===== src/rtl/crc_ser_pkg.sv =====
package crc_ser_pkg;

    typedef enum logic [1:0] {
        ST_IDLE = 2'd0,
        ST_RUN  = 2'd1,
        ST_EMIT = 2'd2
    } crc_state_e;

endpackage


===== src/rtl/crc_ser_divider.sv =====
module crc_ser_divider #(
    parameter int          W    = 8,
    parameter logic [W-1:0] POLY = 8'h07
) (
    input  logic         clk,
    input  logic         rst_n,
    input  logic         load,
    input  logic         data_en,
    input  logic         emit_en,
    input  logic         din,
    output logic [W-1:0] rem,
    output logic         step_zero
);

    logic [W-1:0] rem_q;
    logic [W-1:0] base;
    logic [W-1:0] stepped;
    logic         fb;

    // One long-division step with the zero augmentation folded in.
    always_comb begin
        base      = load ? '0 : rem_q;
        fb        = base[W-1] ^ din;
        stepped   = {base[W-2:0], 1'b0} ^ ({W{fb}} & POLY);
        step_zero = (stepped == '0);
    end

    always_ff @(posedge clk or negedge rst_n) begin
        if (!rst_n) begin
            rem_q <= '0;
        end else if (data_en) begin
            rem_q <= stepped;
        end else if (emit_en) begin
            rem_q <= {rem_q[W-2:0], 1'b0};
        end
    end

    assign rem = rem_q;

endmodule


===== src/rtl/crc_ser_bitcnt.sv =====
module crc_ser_bitcnt #(
    parameter int W = 8,
    localparam int CW = (W > 2) ? $clog2(W) : 1
) (
    input  logic clk,
    input  logic rst_n,
    input  logic cnt_load,
    input  logic cnt_dec,
    output logic cnt_zero
);

    localparam logic [CW-1:0] LAST_IDX = CW'(W - 1);

    logic [CW-1:0] cnt_q;

    always_ff @(posedge clk or negedge rst_n) begin
        if (!rst_n) begin
            cnt_q <= '0;
        end else if (cnt_load) begin
            cnt_q <= LAST_IDX;
        end else if (cnt_dec && cnt_q != '0) begin
            cnt_q <= cnt_q - 1'b1;
        end
    end

    assign cnt_zero = (cnt_q == '0);

endmodule


===== src/rtl/crc_ser_ctrl.sv =====
module crc_ser_ctrl
    import crc_ser_pkg::*;
(
    input  logic clk,
    input  logic rst_n,
    input  logic mode_chk,
    input  logic in_valid,
    input  logic in_start,
    input  logic in_last,
    input  logic cnt_zero,
    input  logic step_zero,
    output logic load,
    output logic data_en,
    output logic emit_en,
    output logic cnt_load,
    output logic crc_valid,
    output logic chk_done,
    output logic chk_ok
);

    crc_state_e state_q, state_d;
    logic       mode_q;
    logic       done_q;
    logic       ok_q;
    logic       eff_chk;
    logic       last_acc;

    // State register
    always_ff @(posedge clk or negedge rst_n) begin
        if (!rst_n) begin
            state_q <= ST_IDLE;
        end else begin
            state_q <= state_d;
        end
    end

    // Mode latch and check result flags
    always_ff @(posedge clk or negedge rst_n) begin
        if (!rst_n) begin
            mode_q <= 1'b0;
            done_q <= 1'b0;
            ok_q   <= 1'b0;
        end else begin
            if (load) begin
                mode_q <= mode_chk;
            end
            done_q <= last_acc && eff_chk;
            ok_q   <= last_acc && eff_chk && step_zero;
        end
    end

    // Next state and outputs
    always_comb begin
        data_en   = 1'b0;
        emit_en   = 1'b0;
        crc_valid = 1'b0;
        state_d   = state_q;
        unique case (state_q)
            ST_IDLE: data_en = in_valid && in_start;
            ST_RUN:  data_en = in_valid;
            ST_EMIT: begin
                emit_en   = 1'b1;
                crc_valid = 1'b1;
            end
            default: data_en = 1'b0;
        endcase

        load     = data_en && in_start;
        eff_chk  = load ? mode_chk : mode_q;
        last_acc = data_en && in_last;
        cnt_load = last_acc && !eff_chk;

        unique case (state_q)
            ST_IDLE, ST_RUN: begin
                if (last_acc) begin
                    state_d = eff_chk ? ST_IDLE : ST_EMIT;
                end else if (data_en) begin
                    state_d = ST_RUN;
                end
            end
            ST_EMIT: begin
                if (cnt_zero) begin
                    state_d = ST_IDLE;
                end
            end
            default: state_d = ST_IDLE;
        endcase
    end

    assign chk_done = done_q;
    assign chk_ok   = ok_q;

endmodule


===== src/rtl/crc_ser_engine.sv =====
module crc_ser_engine #(
    parameter int               CRC_W   = 8,
    parameter logic [CRC_W-1:0] DIVISOR = 8'h07
) (
    input  logic clk,
    input  logic rst_n,
    input  logic mode_chk,
    input  logic in_valid,
    input  logic in_start,
    input  logic in_last,
    input  logic in_bit,
    output logic crc_bit,
    output logic crc_valid,
    output logic chk_done,
    output logic chk_ok
);

    logic             load;
    logic             data_en;
    logic             emit_en;
    logic             cnt_load;
    logic             cnt_zero;
    logic             step_zero;
    logic             emit_valid;
    logic [CRC_W-1:0] rem;

    crc_ser_ctrl u_ctrl (
        .clk      (clk),
        .rst_n    (rst_n),
        .mode_chk (mode_chk),
        .in_valid (in_valid),
        .in_start (in_start),
        .in_last  (in_last),
        .cnt_zero (cnt_zero),
        .step_zero(step_zero),
        .load     (load),
        .data_en  (data_en),
        .emit_en  (emit_en),
        .cnt_load (cnt_load),
        .crc_valid(emit_valid),
        .chk_done (chk_done),
        .chk_ok   (chk_ok)
    );

    crc_ser_divider #(.W(CRC_W), .POLY(DIVISOR)) u_div (
        .clk      (clk),
        .rst_n    (rst_n),
        .load     (load),
        .data_en  (data_en),
        .emit_en  (emit_en),
        .din      (in_bit),
        .rem      (rem),
        .step_zero(step_zero)
    );

    crc_ser_bitcnt #(.W(CRC_W)) u_cnt (
        .clk     (clk),
        .rst_n   (rst_n),
        .cnt_load(cnt_load),
        .cnt_dec (emit_en),
        .cnt_zero(cnt_zero)
    );

    assign crc_valid = emit_valid;
    assign crc_bit   = emit_valid & rem[CRC_W-1];

endmodule


===== config.mk =====
export PLATFORM = sky130hd
export DESIGN_NAME = crc_ser_engine
export DESIGN_NICKNAME = d
export VERILOG_FILES = /design/src/rtl/crc_ser_pkg.sv /design/src/rtl/crc_ser_divider.sv /design/src/rtl/crc_ser_bitcnt.sv /design/src/rtl/crc_ser_ctrl.sv /design/src/rtl/crc_ser_engine.sv
export SDC_FILE = /design/constraint.sdc
export NUM_CORES = 1
export LEC_CHECK = 0
export ABC_AREA = 1
export ABC_CLOCK_PERIOD_IN_PS = 1700
export BUFFER_PORTS_ARGS = -buffer_cell sky130_fd_sc_hd__buf_2
export CAP_MARGIN = 20
export CORE_UTILIZATION = 48
export CTS_CLUSTER_DIAMETER = 100
export DETAILED_ROUTE_END_ITERATION = 16
export HOLD_SLACK_MARGIN = 0.05
export PLACE_DENSITY = 0.71
export SLEW_MARGIN = 30
export SYNTH_ARGS = -nofsm -noshare
export SYNTH_HDL_FRONTEND = slang
export SYNTH_SLANG_ARGS = --single-unit

===== constraint.sdc =====
create_clock -name clk -period 1.7 [get_ports clk]
set_clock_uncertainty 0.2 [all_clocks]
set_input_delay 0.17 -clock clk [delete_from_list [all_inputs] [get_ports clk]]
set_output_delay 0.17 -clock clk [all_outputs]
set_load 0.05 [all_outputs]

==> qor.yml <==
setup_path:
  critPathMostFrequentCell: "ha_1"
  path_cells: "inv_1 -> ha_1 -> ha_1 -> or2_4 -> or2_0 -> nand3_1"
  cp-end-kind: "flop"
  required_ps: 1730
  worstSetupPathType: "flop to flop"
  crit_path_top_delay_cell: "dfrtp_1"
  r2r_start: "u_cnt.cnt_q[0]$_DFFE_PN0P_"
  rr_endpoint: "u_cnt.cnt_q[0]$_DFFE_PN0P_"
  reg2reg_setup_slack_ps: 100
  start_kind: "flop"
  cp.arrival_ps: 1630
  slowest_delay_ps: 370
  rr_worst_depth: 6
  worst-path-max-fanout: 7
die:
  start_util: 0.522
  io-pin-count: 11
  die_area_sq_um: 1840
  core.rowCount: 14
  core_sq_um: 1540
  fp.dieW_um: 42.9
  fp.dieH_um: 42.9
logic_synthesis:
  synth_seq_cells: 16
  synth_seq_area_share: 0.498
  synth_warnings: 0
  syn_inst: 100
  synth_cell_types: 19
  syn_area_per_cell_sq_um: 8.05
  syn-cell-area_sq_um: 805
  synth_fp_nets: 110
place:
  placed_area_sq_um: 863
  hpwl_um: 1070
  port_buffers: 10
  place.gp.congestion: 0.746
sta:
  drv_slew: 0
  slew_headroom: 0.763
  rsz0062_at_grt: "no"
  setup_viol_count_final: 0
  fmax_mhz: 626
  worst_pin_slew_ps: 356
  fin_tns_setup_ps: 0
  period_share: 0.940
  period_minus_slack_ps: 1600
  hold_violations: 0
detailed_routing:
  drt-vias-per-instance: 4.98
  vias: 657
  drtAntennaViolNets: 0
  routedWlPerCell_um: 11.1
  wirelength_um: 1460
  drc: 0
  dr.pass1.iters: 4
  drt_iter0_drc: 12
global_routing:
  grt_pass1_vias: 643
  grt_max_degree: 17
  gr-total-overflow: 0
  antenna_found_initial: 0
  grt_pass1_wl_um: 2530
  grt_usage: 0.186
clock_tree:
  cts_tree: "built"
  clk_latency_ps: 280
  ctsHtreeMaxLevel: 1
  cts_buffers: 3
  cts_root_buf: "clkbuf_4"
  path_clk_slew_ps: 90
  cts_buffer_depth: 2
  cts_sinks: 16
cells_and_area:
  syn_to_final_growth_pct: 17.3
  fin_area_sq_um: 943
  antenna_cells: 0
  fin_nets: 128
  drive_gt1_frac: 0.207
worst_hold_path:
  holdCritStartpoint: "in_bit"
  min_path_cells: 5
  min_path_type: "primary input to flop"
  hold_end: "u_ctrl.chk_ok$_DFF_PN0_"
run:
  maxCapViolations: 0
pwr:
  p_leak_nw: 0.538
  vdd_ir_drop_max_v: 0.000738
  powerDensity_nw_per_um2: 1530
outcome:
  status: "finished clean"
## worst max-delay path by stage
stage                             startpoint                    endpoint  slack [ps]  depth (start not counted)
6_report          u_cnt.cnt_q[0]$_DFFE_PN0P_  u_cnt.cnt_q[0]$_DFFE_PN0P_         100                          6
5_1_grt        u_ctrl.state_q[1]$_DFFE_PN0P_    u_div.rem[1]$_DFFE_PN0P_          20                          8
4_1_cts        u_ctrl.state_q[1]$_DFFE_PN0P_    u_div.rem[1]$_DFFE_PN0P_          20                          8
3_5_place_dp   u_ctrl.state_q[1]$_DFFE_PN0P_    u_div.rem[1]$_DFFE_PN0P_          40                          8
3_3_place_gp   u_ctrl.state_q[1]$_DFFE_PN0P_    u_div.rem[1]$_DFFE_PN0P_         110                          7
2_1_floorplan  u_ctrl.state_q[1]$_DFFE_PN0P_    u_div.rem[1]$_DFFE_PN0P_          80                          8
## layout by cell type, fill, tap and decap left out, types with 2 or more instances in the layout
| cell | count |
|---|---|
| dlygate4sd3_1 | 3 |
| inv_1 | 15 |
| clkbuf_4 | 3 |
| buf_4 | 2 |
| o21ai_1 | 2 |
| ha_1 | 3 |
| inv_2 | 3 |
| buf_2 | 10 |
| nand3_1 | 8 |
| nand2_2 | 3 |
| dfrtp_1 | 16 |
| nor2_1 | 5 |
| o21ai_0 | 7 |
| nand2_1 | 28 |
## sequential cells by signal, indices dropped and copies added (netlist names)
register	flops
u_ctrl.state_q	2
u_ctrl.chk_done	1
u_ctrl.chk_ok	1
u_ctrl.mode_q	1
u_cnt.cnt_q	3
u_div.rem	8
## per-layer routing
metal  up-vias  routed length (um)  track usage
li1        348                   -            -
met1       297                 704        0.229
met2        10                 703        0.318
met3         2                  37       0.0255
met4         0                  18       0.0909
met5         -                   0            0
## logic make-up (layout without fill, tap and decap cells)
| logic type | Yosys count | count (layout) | synth area share |
|---|---|---|---|
| AOI/OAI and AO/OA | 13 | 13 | 0.0933 |
| DFF | 16 | 16 | 0.498 |
| adders and majority gates | 3 | 3 | 0.0467 |
| buffers and inverters | 20 | 36 | 0.107 |
| and+or+nand+nor | 48 | 48 | 0.255 |
## per-stage QoR
stage,setup slack (ps),std cells,hold WS [ps],util,power [mW]
after floorplan,83.8,100,-326,-,1.09
after global placement,106,125,-98.4,0.560,1.19
after detailed placement,42.8,125,-97.3,0.560,1.22
after CTS,19.0,131,78.0,0.594,1.42
after global routing,16.0,132,110,0.612,1.60
final,102,132,91.1,0.612,1.45
## cell usage after synthesis
master,count,area (sq um)
buf_4,1,7.51
dfrtp_1,16,400
or2_0,1,6.26
nand3_2,1,10.0
nor2_1,5,18.8
a211oi_1,1,7.51
o21ai_1,2,10.0
nand2_1,30,113
nand3_1,9,45.0
buf_6,1,11.3
o21ai_0,7,35.0
o211ai_1,1,7.51
inv_1,16,60.1
o22ai_1,1,6.26
ha_1,3,37.5
or2_1,1,6.26
o221ai_1,1,8.76
inv_2,2,7.51
nand2_2,1,6.26
## final cells by class
| cell class | instances | area, sq um |
|---|---|---|
| flip-flops and latches | 16 | 400 |
| multi-input cells | 64 | 338 |
| well taps | 16 | 20.0 |
| clock buffers | 3 | 22.5 |
| repair buffers | 15 | 95.1 |
| inverters | 18 | 67.6 |
| fillers | 149 | 598 |
## what timing repair did
| action | 4_1_cts | 5_1_grt |
|---|---|---|
| setup endpoints to repair | 0 | 3 |
| hold buffers | 3 | 0 |
| hold endpoints to repair | 20 | 0 |
| setup buffers | 0 | 1 |
| gates resized for setup | 0 | 6 |
## where the power goes
part | internal [mW] | total [mW] | switching [mW] | leakage (nW)
registers | 0.535 | 0.633 | 0.0979 | 0.199
logic | 0.233 | 0.618 | 0.385 | 0.326
clock network | 0.0823 | 0.196 | 0.114 | 0.0138
total | 0.851 | 1.45 | 0.596 | 0.538
## critical path: cells and delay by family (launching register included)
family,cells,cell delay (ps)
adders and majority gates,2,360
buffers and inverters,1,50
DFF,1,370
and+or+nand+nor,3,560
Note: power is estimated with default switching activity, not from simulation.
